### src/rtl/irq_regbank_pkg.sv
package irq_regbank_pkg;

  // Bit roles inside the shared seven-bit layout.
  localparam int unsigned IRQ_BIT_MODE_FAULT = 1;
  localparam int unsigned IRQ_BIT_TX_WATER   = 2;
  localparam int unsigned IRQ_BIT_TX_FULL    = 3;
  localparam int unsigned IRQ_BIT_RX_AVAIL   = 4;

  // Default byte offsets of the four registers.
  localparam int unsigned OFS_PEND_DEF = 32'h04;
  localparam int unsigned OFS_SET_DEF  = 32'h08;
  localparam int unsigned OFS_CLR_DEF  = 32'h0C;
  localparam int unsigned OFS_MASK_DEF = 32'h10;

  // One-hot register hit vector from the decoder.
  typedef struct packed {
    logic pend;
    logic set;
    logic clr;
    logic mask;
  } reg_hit_t;

endpackage

### src/rtl/irq_reg_decode.sv
module irq_reg_decode
  import irq_regbank_pkg::*;
#(
  parameter int unsigned ADDR_W   = 8,
  parameter int unsigned OFS_PEND = OFS_PEND_DEF,
  parameter int unsigned OFS_SET  = OFS_SET_DEF,
  parameter int unsigned OFS_CLR  = OFS_CLR_DEF,
  parameter int unsigned OFS_MASK = OFS_MASK_DEF
) (
  input  logic [ADDR_W-1:0] addr_i,
  input  logic              wr_en_i,
  output reg_hit_t          rd_hit_o,
  output reg_hit_t          wr_hit_o
);

  localparam logic [ADDR_W-1:0] A_PEND = ADDR_W'(OFS_PEND);
  localparam logic [ADDR_W-1:0] A_SET  = ADDR_W'(OFS_SET);
  localparam logic [ADDR_W-1:0] A_CLR  = ADDR_W'(OFS_CLR);
  localparam logic [ADDR_W-1:0] A_MASK = ADDR_W'(OFS_MASK);

  always_comb begin
    rd_hit_o.pend = (addr_i == A_PEND);
    rd_hit_o.set  = (addr_i == A_SET);
    rd_hit_o.clr  = (addr_i == A_CLR);
    rd_hit_o.mask = (addr_i == A_MASK);
  end

  // The mask readback offset is read-only: it never yields a write hit.
  always_comb begin
    wr_hit_o.pend = wr_en_i & rd_hit_o.pend;
    wr_hit_o.set  = wr_en_i & rd_hit_o.set;
    wr_hit_o.clr  = wr_en_i & rd_hit_o.clr;
    wr_hit_o.mask = 1'b0;
  end

endmodule

### src/rtl/irq_pend_bank.sv
module irq_pend_bank #(
  parameter int unsigned NUM_IRQ = 7
) (
  input  logic               clk,
  input  logic               rst_n,
  input  logic [NUM_IRQ-1:0] evt_i,
  input  logic               clr_sel_i,
  input  logic [NUM_IRQ-1:0] clr_bits_i,
  output logic [NUM_IRQ-1:0] pend_q
);

  for (genvar b = 0; b < NUM_IRQ; b++) begin : g_bit
    logic clr_hit;
    logic bit_ce;
    logic bit_nxt;

    assign clr_hit = clr_sel_i & clr_bits_i[b];

    // The event takes priority over a clear in the same cycle.
    always_comb begin
      bit_ce  = evt_i[b] | clr_hit;
      bit_nxt = pend_q[b];
      if (evt_i[b]) begin
        bit_nxt = 1'b1;
      end else if (clr_hit) begin
        bit_nxt = 1'b0;
      end
    end

    always_ff @(posedge clk or negedge rst_n) begin
      if (!rst_n) begin
        pend_q[b] <= 1'b0;
      end else if (bit_ce) begin
        pend_q[b] <= bit_nxt;
      end
    end
  end

endmodule

### src/rtl/irq_mask_bank.sv
module irq_mask_bank #(
  parameter int unsigned NUM_IRQ = 7
) (
  input  logic               clk,
  input  logic               rst_n,
  input  logic               set_sel_i,
  input  logic               clr_sel_i,
  input  logic [NUM_IRQ-1:0] bits_i,
  output logic [NUM_IRQ-1:0] mask_q
);

  for (genvar b = 0; b < NUM_IRQ; b++) begin : g_bit
    logic bit_ce;
    logic bit_nxt;

    always_comb begin
      bit_ce  = (set_sel_i | clr_sel_i) & bits_i[b];
      bit_nxt = mask_q[b];
      if (set_sel_i) begin
        bit_nxt = 1'b1;
      end else if (clr_sel_i) begin
        bit_nxt = 1'b0;
      end
    end

    always_ff @(posedge clk or negedge rst_n) begin
      if (!rst_n) begin
        mask_q[b] <= 1'b0;
      end else if (bit_ce) begin
        mask_q[b] <= bit_nxt;
      end
    end
  end

endmodule

### src/rtl/irq_line_reg.sv
module irq_line_reg #(
  parameter int unsigned NUM_IRQ = 7
) (
  input  logic               clk,
  input  logic               rst_n,
  input  logic [NUM_IRQ-1:0] pend_i,
  input  logic [NUM_IRQ-1:0] mask_i,
  output logic               irq_o
);

  logic line_nxt;
  logic line_q;

  always_comb begin
    line_nxt = |(pend_i & mask_i);
  end

  always_ff @(posedge clk or negedge rst_n) begin
    if (!rst_n) begin
      line_q <= 1'b0;
    end else begin
      line_q <= line_nxt;
    end
  end

  assign irq_o = line_q;

endmodule

### src/rtl/irq_regbank.sv
module irq_regbank
  import irq_regbank_pkg::*;
#(
  parameter int unsigned NUM_IRQ  = 7,
  parameter int unsigned ADDR_W   = 8,
  parameter int unsigned DATA_W   = 32,
  parameter int unsigned OFS_PEND = OFS_PEND_DEF,
  parameter int unsigned OFS_SET  = OFS_SET_DEF,
  parameter int unsigned OFS_CLR  = OFS_CLR_DEF,
  parameter int unsigned OFS_MASK = OFS_MASK_DEF
) (
  input  logic               clk,
  input  logic               rst_n,
  input  logic [NUM_IRQ-1:0] evt_i,
  input  logic               wr_en_i,
  input  logic [ADDR_W-1:0]  addr_i,
  input  logic [DATA_W-1:0]  wdata_i,
  output logic [DATA_W-1:0]  rdata_o,
  output logic               irq_o
);

  reg_hit_t           rd_hit;
  reg_hit_t           wr_hit;
  logic [NUM_IRQ-1:0] wr_bits;
  logic [NUM_IRQ-1:0] sts_q;
  logic [NUM_IRQ-1:0] msk_q;
  logic               unused_wdata_hi;

  assign wr_bits         = wdata_i[NUM_IRQ-1:0];
  assign unused_wdata_hi = ^wdata_i[DATA_W-1:NUM_IRQ];

  irq_reg_decode #(
    .ADDR_W   (ADDR_W),
    .OFS_PEND (OFS_PEND),
    .OFS_SET  (OFS_SET),
    .OFS_CLR  (OFS_CLR),
    .OFS_MASK (OFS_MASK)
  ) u_dec (
    .addr_i   (addr_i),
    .wr_en_i  (wr_en_i),
    .rd_hit_o (rd_hit),
    .wr_hit_o (wr_hit)
  );

  irq_pend_bank #(
    .NUM_IRQ (NUM_IRQ)
  ) u_pend (
    .clk        (clk),
    .rst_n      (rst_n),
    .evt_i      (evt_i),
    .clr_sel_i  (wr_hit.pend),
    .clr_bits_i (wr_bits),
    .pend_q     (sts_q)
  );

  irq_mask_bank #(
    .NUM_IRQ (NUM_IRQ)
  ) u_mask (
    .clk       (clk),
    .rst_n     (rst_n),
    .set_sel_i (wr_hit.set),
    .clr_sel_i (wr_hit.clr),
    .bits_i    (wr_bits),
    .mask_q    (msk_q)
  );

  irq_line_reg #(
    .NUM_IRQ (NUM_IRQ)
  ) u_line (
    .clk    (clk),
    .rst_n  (rst_n),
    .pend_i (sts_q),
    .mask_i (msk_q),
    .irq_o  (irq_o)
  );

  // Read mux. The strobe offsets and unmapped offsets read as zero.
  always_comb begin
    rdata_o = '0;
    if (rd_hit.pend) begin
      rdata_o[NUM_IRQ-1:0] = sts_q;
    end else if (rd_hit.mask) begin
      rdata_o[NUM_IRQ-1:0] = msk_q;
    end
  end

endmodule

### config.mk
export PLATFORM = sky130hd
export DESIGN_NAME = irq_regbank
export DESIGN_NICKNAME = d
export VERILOG_FILES = /design/src/rtl/irq_regbank_pkg.sv /design/src/rtl/irq_reg_decode.sv /design/src/rtl/irq_pend_bank.sv /design/src/rtl/irq_mask_bank.sv /design/src/rtl/irq_line_reg.sv /design/src/rtl/irq_regbank.sv
export SDC_FILE = /design/constraint.sdc
export NUM_CORES = 1
export LEC_CHECK = 0
export BUFFER_PORTS_ARGS = -buffer_cell sky130_fd_sc_hd__buf_2
export CAP_MARGIN = 10
export CORE_MARGIN = 1
export CORE_UTILIZATION = 34
export DETAILED_ROUTE_END_ITERATION = 6
export GPL_ROUTABILITY_DRIVEN = 0
export PLACE_DENSITY = 0.75
export SLEW_MARGIN = 20
export SYNTH_ARGS = -nofsm -noshare
export SYNTH_HDL_FRONTEND = slang
export SYNTH_HIERARCHICAL = 1
export SYNTH_SLANG_ARGS = --single-unit
### constraint.sdc
create_clock -name clk -period 1.8 [get_ports clk]
set_clock_uncertainty 0.2 [all_clocks]
set_input_delay 0.27 -clock clk [delete_from_list [all_inputs] [get_ports clk]]
set_output_delay 0.27 -clock clk [all_outputs]
set_load 0.01 [all_outputs]
-- Word level (Yosys, flattened, before mapping)
Index checks and enable logic that the tools add are counted.
- add/subtract/negate cells: 0
- multipliers: 0
- divide/modulo/power cells: 0
- order comparisons: 0
- eq/ne operators: 4
- shift-type cells: 0
- mux-type cells: 18
- bitwise operators: 26
- reduce and logical (&&, ||, !) cells: 23
- operators by type and width (operator ; count):
    AND reduction 2 bit ; 14
    bitwise AND 1 bit ; 17
    == test 8 x 4 -> 1 bit (second input constant) ; 2
    2-to-1 mux 1 bit ; 16
    nonzero test 2 bit ; 8
    2-to-1 mux 7 bit ; 2
    == test 8 x 3 -> 1 bit (second input constant) ; 1
    == test 8 x 5 -> 1 bit (second input constant) ; 1
    OR 1 bit ; 8
    bitwise AND 7 bit ; 1
    OR reduction 7 bit ; 1
- bits in registers: 15
- bits in latches: 0
- memory bits (writable): 0
- memory bits (read-only): 0
- input bits: 50
- output and inout port bits: 33
- logic and storage cells: 86
- memories: 0

-- Depth between registers and ports, before layout
Gate-level depths: netlist (run 1).
- depth after elaboration: 5
- mapped depth: 5
- mapped depth without buffers: 4

-- Hierarchy
The synthesis (run 1) kept the hierarchy.
- modules (own cells, without submodules) (module ; times used ; cells each ; area an instance (um2) ; seq. area each (um2)):
    irq_regbank ; 1 ; 39 ; 291.5 ; 0.0
    irq_mask_bank ; 1 ; 21 ; 262.8 ; 175.2
    irq_pend_bank ; 1 ; 21 ; 254.0 ; 175.2
    irq_reg_decode ; 1 ; 15 ; 122.6 ; 0.0
    irq_line_reg ; 1 ; 5 ; 55.1 ; 25.0

-- Worst setup path after synthesis (run 1)
Ideal clock, no wire load.
- kind: input-to-output
- from: in addr_i[5]
- to: out rdata_o[0]
- data arrival time: 1.480 ns
- required time: 1.330 ns
- setup slack: -0.150 ns
- stages: 5
- path buffers: 1
- cell sequence: or4b_4 > nor3_1 > buf_6 > nor2b_4 > a22o_2
- RTL lines (what ; line ; text):
    start: declaration ; irq_regbank.sv:16 ; input logic [ADDR_W-1:0] addr_i,
    end: declaration ; irq_regbank.sv:18 ; output logic [DATA_W-1:0] rdata_o,

==> results of run 1 <==
-- stage by stage --
step / hold WS [ns] / instance area (um^2)
2_1_floorplan: -0.226 / 1070
3_3_place_gp: -0.0119 / 1160
3_5_place_dp: 0.00267 / 1160
4_1_cts: 0.0393 / 1320
5_1_grt: 0.0335 / 1330
6_report: 0.0468 / 1330
-- routing by layer --
metal	vias to the layer above	part of all wire, %
met5	-	0
met4	0	2.4
met3	6	6.2
met2	47	54
met1	411	37
li1	405	-
-- final cells by class --
cell class              count  share of cell area, %
inverters                   1                  0.282
clock buffers               4                   1.97
repair buffers             52                   27.6
well taps                  30                   2.82
multi-input cells          79                   39.2
flip-flops and latches     15                   28.2
-- timing repair --
item,in CTS,in global routing
endpoints found under the setup margin,7,7
pin swaps,3,0
endpoints found under the hold margin,22,0
gates resized for setup,8,3
cloned,0,0
hold buffers,8,0
-- how the worst max path moves through the flow --
stage                     slack [ns]  startpoint    endpoint
after floorplan                -0.10   addr_i[5]  rdata_o[0]
after global placement         -0.35   addr_i[5]  rdata_o[1]
after detailed placement       -0.41   addr_i[5]  rdata_o[1]
after CTS                      -0.39   addr_i[5]  rdata_o[1]
after global routing           -0.50   addr_i[5]  rdata_o[2]
final                          -0.43   addr_i[5]  rdata_o[2]
-- state kept, by name, indices dropped and copies added (netlist names) --
signal	count
u_pend/pend_q	7
u_line/irq_o	1
u_mask/mask_q	7
-- power by group through the flow --
stage	Sequential, mW	Clock, mW	Combinational [mW]
6_report	0.358	0.193	0.124
2_1_floorplan	0.366	0	0.0878
4_1_cts	0.358	0.198	0.124
3_5_place_dp	0.364	0	0.109
3_3_place_gp	0.364	0	0.105
5_1_grt	0.360	0.218	0.136
==> flow_summary_export.csv, run 1 <==
group,metric,value,unit
run,drv_cap,0,
place,dp_hpwl,1830,um
grt,busiest_layer,"met2",
critical_path,cp.depth,6,
power,switching_power,0.184,mW
finish,antenna_cells,0,
detailed_routing,wl_per_cell,13.1,um
detailed_routing,drt_iter0_drc,19,
place,dp_worst_setup_slack,-0.411,ns
run_status,violations,"setup timing",
die,start_util,37.3,%
power,netSwitchingFraction,27.2,%
sta,finalMaxSlewViolations,0,
grt,grt_max_degree,16,
critical_path,slowest_delay,0.55,ns
power,power_density,507,nW/um^2
detailed_routing,drc_errors,0,
critical_path,crit_family,"simple AND/OR/NAND/NOR gates",
sta,layout_setup_ws,-0.427,ns
clock_tree,numCtsBuffers,3,
finish,final_cell_mix,"26 x buf_2, 25 x conb_1, 17 x nand2_1",
sta,post-route-min-period,2.23,ns
clock_tree,clk_latency,0.28,ns
detailed_routing,ant_nets,0,
detailed_routing,num_vias,869,
power,vdd_drop_max,0.359,mV
synth,avgSynthCellArea,9.97,um^2
grt,grt_usage,15.5,%
critical_path,crit_top_cell,"buf_6",
finish,area_growth,37.8,%
critical_path,timing.rr.start,"u_pend/pend_q[3]",
sta,fmax,449,MHz
power,power_frac_seq,53.1,%
power,comb_power_share,18.4,%
power,leakage,0.628,nW
critical_path,cp-start-kind,"input pin",
sta,setup_violations,7,
synth,synth_cells,97,
critical_path,arrival,1.76,ns
finish,layout_commonest_cell,"buf_2",
synth,yosys_warnings,6,
clock_tree,clkSinkCount,15,
grt,grt_pass1_wl,3710,um
grt,gr-usage-met2,27.0,%
place,io_buffers,32,
sta,finalHoldViolCount,0,
critical_path,cp_max_fo,5,
critical_path,critPathKind,"input pin to output port",
critical_path,slowest_stage,"or4_4",
clock_tree,clockRootBuffer,"clkbuf_4",
critical_path,reg2reg_depth,2,
min_path,min_path_cells,2,
critical_path,r2r-end,"u_line/irq_o",
clock_tree,path_clk_slew,0.09,ns
place,dp.cells,169,
detailed_routing,first_pass_iters,4,
finish,fillers,242,
grt,grt_pass1_vias,861,
min_path,min_to,"u_mask/mask_q[5]",
die,die_w,55.3,um
power,internal_power,0.492,mW
min_path,holdCritStartpoint,"wdata_i[5]",
run_status,status,"finished with violations",
detailed_routing,viasPerCell,4.80,
die,dieArea,3060,um^2
finish,layout.area.seq,375,um^2
die,num_io_pins,83,
sta,post-route-period-util,124,%
die,core_area,2590,um^2
min_path,hold_path_class,"input pin to flip-flop",
clock_tree,cts_tree,"done",
critical_path,path_buf_inv,2,
clock_tree,cts_buffer_depth,2,
clock_tree,cts_setup_buffers,0,
critical_path,crit_required,1.33,ns
grt,grtUsageMet1,16.4,%
finish,layout.cells.non_filler,181,
power,power.total,0.675,mW
finish,final_layout_size_suffix_gt1_share,40.4,%
finish,nets,202,
critical_path,crit_chain,"buf_6 -> or4_4 -> nor4_4 -> nor2b_4 -> a22o_2 -> buf_6",
critical_path,regToRegSetupSlack,0.58,ns
die,num_rows,18,
critical_path,cp-end-kind,"output port",
synth,synth_area,967,um^2
power,pwr-share-clk,28.6,%
grt,grt.overflow.total,0,
finish,utilization,51.4,%
sta,rsz0062_at_grt,"yes",
die,die_h,55.3,um
clock_tree,htreeDepth,1,
detailed_routing,wl,2380,um
sta,finalSetupTns,-2.71,ns
grt,use_met3,4.68,%
grt,antenna_found_initial,0,
finish,multiInputGateArea,522,um^2
Note: power is estimated with default switching activity, not from simulation.
==> run 2: changes to the inputs <==
Settings changed: CORE_UTILIZATION 34 to 35, PLACE_DENSITY 0.75 to 0.76, SYNTH_HIERARCHICAL 1 to default.
==> run 2 against run 1 <==
- the run ends with DRC, setup timing left
- clock-buffer cell count did not move
- clock power barely moved
- sequential share of layout area is 2.2 points lower
- flip-flop and latch count unchanged
- non-clock buffer count is 1 higher
- final cell count rose by 7.2%
- first-iteration DRC count increased by 110%
- die area up 5.0%
- sequential power decreased by 2%
- area after synthesis grew 8.3%
- critical path type unchanged
==> flow_summary_export.csv, run 2 <==
group,metric,value,unit
run_status,status,"finished with violations",
run_status,violations,"DRC, setup timing",
die,dieArea,3210,um^2
synth,avgSynthCellArea,9.27,um^2
run,drv_cap,0,
clock_tree,cts_tree,"done",
power,power_density,479,nW/um^2
grt,grt_pass1_vias,895,
detailed_routing,drc_errors,12,
synth,synthFlopType,"dfrtp_1",
critical_path,arrival,1.35,ns
clock_tree,path_clk_slew,0.08,ns
synth,synth-seq-cells,15,
sta,rsz0062_at_grt,"yes",
grt,grt_pass1_wl,3950,um
detailed_routing,num_vias,1009,
finish,multiInputGateArea,573,um^2
power,pwr-share-clk,27.4,%
sta,setup_violations,1,
synth,synth_top_area_share,35.8,%
detailed_routing,highest_layer,"met4",
critical_path,crit_required,1.33,ns
synth,synth_most_common_cell,"buf_4",
finish,layout_commonest_cell,"buf_2",
place,place_area,1160,um^2
grt,grt_max_degree,16,
sta,hold_ws,0.0968,ns
grt,grt_usage,16.2,%
grt,grt.overflow.total,0,
finish,antenna_cells,0,
critical_path,cp-start-kind,"input pin",
clock_tree,numCtsBuffers,3,
die,num_io_pins,83,
clock_tree,clk_latency,0.28,ns
sta,post-route-period-util,101,%
critical_path,critPathKind,"input pin to output port",
detailed_routing,met1_length,1010,um
die,num_rows,19,
die,die_h,56.7,um
detailed_routing,drt_iter0_drc,39,
sta,finalMaxSlewViolations,0,
detailed_routing,first_pass_iters,7,
finish,fillers,257,
synth,yosys_warnings,0,
finish,final_layout_size_suffix_gt1_share,37.4,%
detailed_routing,ant_nets,0,
sta,fmax,551,MHz
finish,nets,214,
sta,post-route-min-period,1.82,ns
clock_tree,clockRootBuffer,"clkbuf_4",
sta,finalHoldViolCount,0,
min_path,hold_path_class,"input pin to flip-flop",
power,netSwitchingFraction,28.4,%
power,comb_power_share,21.9,%
sta,slew_headroom,65.9,%
detailed_routing,viasPerCell,5.20,
finish,final_area,1450,um^2
place,dp_hpwl,1680,um
sta,layout_setup_ws,-0.0162,ns
detailed_routing,wl,2700,um
finish,layout.area.seq,375,um^2
detailed_routing,wl_met3,194,um
clock_tree,cts_buffer_depth,2,
power,switching_power,0.197,mW
die,core_area,2810,um^2
die,start_util,37.3,%
sta,tightest_slew,0.509,ns
clock_tree,clkSinkCount,15,
synth,synth_cells,113,
synth,synth_area_leaders,"dfrtp_1 36%, buf_4 19%, nand4_1 8.4%, nand3_1 7.2%, mux2i_1 6.7%",
power,power.total,0.692,mW
clock_tree,htreeDepth,1,
die,die_w,56.7,um
detailed_routing,wl_met2,1470,um
finish,area_growth,38.0,%
power,internal_power,0.495,mW
place,io_buffers,32,
critical_path,cp-end-kind,"output port",
finish,final_cell_mix,"30 x buf_2, 25 x conb_1, 15 x dfrtp_1",
synth,synth_enable_flop_cells,0,
synth,ys_seq_area_share,35.8,%
synth,synthArstFlopShare,100,%
synth,yosysTopAreaCell,"dfrtp_1",
synth,synth_area,1050,um^2
detailed_routing,wl_per_cell,13.9,um
synth,synth.cells.most_frequent,"26 x buf_4, 15 x dfrtp_1, 15 x nand3_1",
power,power_frac_seq,50.7,%
critical_path,cp_max_fo,5,
power,vdd_drop_max,0.369,mV
synth,synth.distinct_cells,19,
sta,finalSetupTns,-0.0162,ns
grt,antenna_found_initial,0,
power,leakage,0.673,nW
-- run 2: critical path: stages --
cell	delay (ns)
buf_6	0.10
nor4_4	0.24
buf_4	0.19
buf_12	0.13
nand3_1	0.09
a21oi_1	0.16
buf_2	0.16
-- run 2: repair_timing --
action,CTS,global route
hold buffers,8,0
gates resized for setup,1,15
setup endpoints to repair,1,7
cloned,1,1
pin swaps,1,6
setup buffers,4,3
endpoints found under the hold margin,22,0
-- run 2: through the flow --
stage	worst slack (ns)	std cells	util, %
2_1_floorplan	0.227	137	-
3_3_place_gp	0.0444	173	41.3
3_5_place_dp	0.0149	173	41.3
5_1_grt	-0.0645	194	51.5
4_1_cts	0.00499	190	47.4
6_report	-0.0162	194	51.5
-- run 2: area by class of cell --
cell class	count	share of cell area, %
Multi-Input combinational cell	84	39.7
Timing Repair Buffer	53	28.1
Sequential cell	15	26.0
Tap cell	31	2.68
Clock buffer	4	1.82
Inverter	7	1.82
-- run 2: path summary, 6_finish.rpt --
path / start / end / slack [ns] / cells past startpoint
setup / recovery: addr_i[5] / rdata_o[6] / -0.02 / 7
hold / removal: wdata_i[6] / u_mask.mask_q[6] / 0.1 / 3
setup reg to reg: u_pend.pend_q[5] / u_line.irq_o / 0.53 / 2
hold reg to reg: u_pend.pend_q[1] / u_pend.pend_q[1] / 0.32 / 1
max in group asynchronous: rst_n / u_mask.mask_q[3] / 0.93 / 2
min in group asynchronous: rst_n / u_pend.pend_q[6] / 0.22 / 2
-- run 2: routing by layer --
metal	up-vias	global-route usage, %
met5	-	0
met2	66	29.6
li1	455	-
met1	484	18.9
met4	0	5.36
met3	4	3.00
-- run 2: kinds of logic after synthesis --
group                  count (synthesis)  share of synthesized area [%]
buffers and inverters                 38                           23.7
and+or+nand+nor                       35                           22.7
AOI/OAI and AO/OA                     17                           10.8
DFF                                   15                           35.8
muxes                                  7                           6.69
other                                  1                          0.358
-- run 2: power groups by stage --
stage / Sequential, mW / Combinational [mW] / Clock, mW
3_5_place_dp: 0.357 / 0.113 / 0
3_3_place_gp: 0.357 / 0.110 / 0
4_1_cts: 0.350 / 0.135 / 0.198
2_1_floorplan: 0.356 / 0.0970 / 0
6_report: 0.351 / 0.152 / 0.190
5_1_grt: 0.352 / 0.165 / 0.211
==> run 3: changes to the inputs <==
Settings changed: BUFFER_PORTS_ARGS -buffer_cell sky130_fd_sc_hd__buf_2 to default, CORE_UTILIZATION 35 to 55, DONT_BUFFER_PORTS from default to 1, PLACE_DENSITY 0.76 to 0.73.
==> run 3 against run 2 <==
- the run now ends clean
- register-to-register slack worse by 0.16 ns
- sequential share of layout area up 5.0 points
- clock power up 5%
- combinational power down 28%
- total power down 4.6%
- final cell count down 18%
- core utilization up 17 points
- fmax up 6.0%
- sequential power about the same
- via count down 15%
- die area down 35%
- hold slack worse by 0.044 ns
==> flow_summary_export.csv, run 3 (synthesis results as in run 2) <==
group,metric,value,unit
die,dieArea,2080,um^2
min_path,hold_path_class,"input pin to flip-flop",
power,power_density,545,nW/um^2
die,die_h,45.6,um
grt,grt_usage,25.4,%
critical_path,cp-start-kind,"input pin",
sta,slew_headroom,53.5,%
clock_tree,cts_tree,"done",
detailed_routing,num_vias,858,
finish,area_growth,15.7,%
critical_path,crit_chain,"dlygate4sd3_1 -> mux2i_1 -> dlygate4sd3_1",
detailed_routing,drc_errors,0,
finish,antenna_cells,0,
run,drv_cap,0,
sta,finalMaxSlewViolations,0,
die,die_w,45.6,um
grt,grt_pass1_vias,763,
finish,layout_commonest_cell,"conb_1",
sta,layout_setup_ws,0.0872,ns
detailed_routing,wl,2290,um
die,core_area,1760,um^2
grt,grt_max_degree,16,
sta,finalSetupTns,0,ns
critical_path,cp_max_fo,10,
place,io_buffers,0,
detailed_routing,ant_nets,0,
detailed_routing,drt_iter0_drc,30,
critical_path,slowest_stage,"dlygate4sd3_1",
sta,finalHoldViolCount,0,
critical_path,crit_top_cell,"dlygate4sd3_1",
clock_tree,numCtsBuffers,3,
critical_path,arrival,1.68,ns
power,power.total,0.660,mW
clock_tree,clockRootBuffer,"clkbuf_4",
run_status,status,"finished clean",
critical_path,critPathKind,"input pin to flip-flop",
place,dp_worst_setup_slack,0.146,ns
clock_tree,cts_buffer_depth,2,
clock_tree,clk_latency,0.28,ns
clock_tree,path_clk_slew,0.09,ns
critical_path,slowest_delay,0.70,ns
sta,rsz0062_at_grt,"no",
grt,grt.overflow.total,0,
critical_path,crit_required,1.77,ns
die,num_io_pins,83,
clock_tree,clkSinkCount,15,
place,dp.cells,137,
clock_tree,cts_resized,0,
die,start_util,59.4,%
grt,grt_pass1_wl,3630,um
detailed_routing,first_pass_iters,4,
clock_tree,htreeDepth,1,
power,vdd_drop_max,0.439,mV
critical_path,cp-end-kind,"flip-flop",
grt,antenna_found_initial,0,
finish,nets,185,
power,leakage,0.517,nW
detailed_routing,wl_per_cell,14.4,um
finish,layout.cells.non_filler,159,
place,dp_hpwl,1500,um
sta,tightest_slew,0.695,ns
finish,final_layout_size_suffix_gt1_share,8.96,%
die,num_rows,15,
sta,post-route-min-period,1.71,ns
detailed_routing,viasPerCell,5.40,
sta,setup_violations,0,
sta,post-route-period-util,95.2,%
finish,fillers,138,
finish,final_cell_mix,"25 x conb_1, 18 x dlygate4sd3_1, 15 x nand3_1, 15 x dfrtp_1, 14 x nand4_1",
sta,fmax,584,MHz
[run 3: per-stage QoR]
stage / hold slack (ns) / instance area, um^2 / utilization [%]
after CTS: 0.0468 / 1210 / 68.7
after global placement: -0.225 / 1000 / 57.0
after floorplan: -0.226 / 1140 / -
after global routing: 0.0473 / 1210 / 68.7
final: 0.0529 / 1210 / 68.7
after detailed placement: -0.225 / 1000 / 57.0
[run 3: power breakdown]
part           switching, mW  internal (mW)  leakage [nW]
combinational         0.0640         0.0461         0.369
sequential           0.00666          0.344         0.133
clock                  0.113         0.0861        0.0150
total                  0.184          0.477         0.517
[run 3: final cells by class]
class	count	area (um^2)	share of cell area, %
multi-input cells	84	514	42.5
flip-flops and latches	15	375	31.0
repair buffers	24	238	19.6
well taps	25	31.3	2.58
clock buffers	4	26.3	2.17
inverters	7	26.3	2.17
[run 3: path summary, 6_finish.rpt]
check                                      start          endpoint  slack (ns)  cells past startpoint
worst min-delay path                   addr_i[3]  u_pend.pend_q[1]        0.05                      3
worst min register to register  u_pend.pend_q[4]  u_pend.pend_q[4]        0.32                      1
worst max-delay path                   addr_i[2]  u_mask.mask_q[2]        0.09                      3
worst max register to register  u_mask.mask_q[2]  u_mask.mask_q[2]        0.37                      3
min in group asynchronous                  rst_n  u_pend.pend_q[2]        0.26                      1
max in group asynchronous                  rst_n  u_mask.mask_q[3]        0.70                      1
[run 3: critical path, delay by kind of cell]
kind	cells	cell delay, ns
mux	1	0.13
buf+inv	2	1.28
[run 3: what timing repair did]
item / in CTS / in global routing
endpoints found under the hold margin: 29 / 0
setup endpoints to repair: 0 / 0
setup buffers: 0 / 0
hold buffers: 18 / 0
[run 3: routing by layer]
layer | global-route usage (%) | share of wire [%] | vias up
met2 | 38.0 | 51 | 50
met3 | 5.95 | 8.6 | 2
met1 | 35.9 | 40 | 404
met4 | 9.09 | 0.44 | 0
li1 | - | - | 402
met5 | 0 | 0 | -
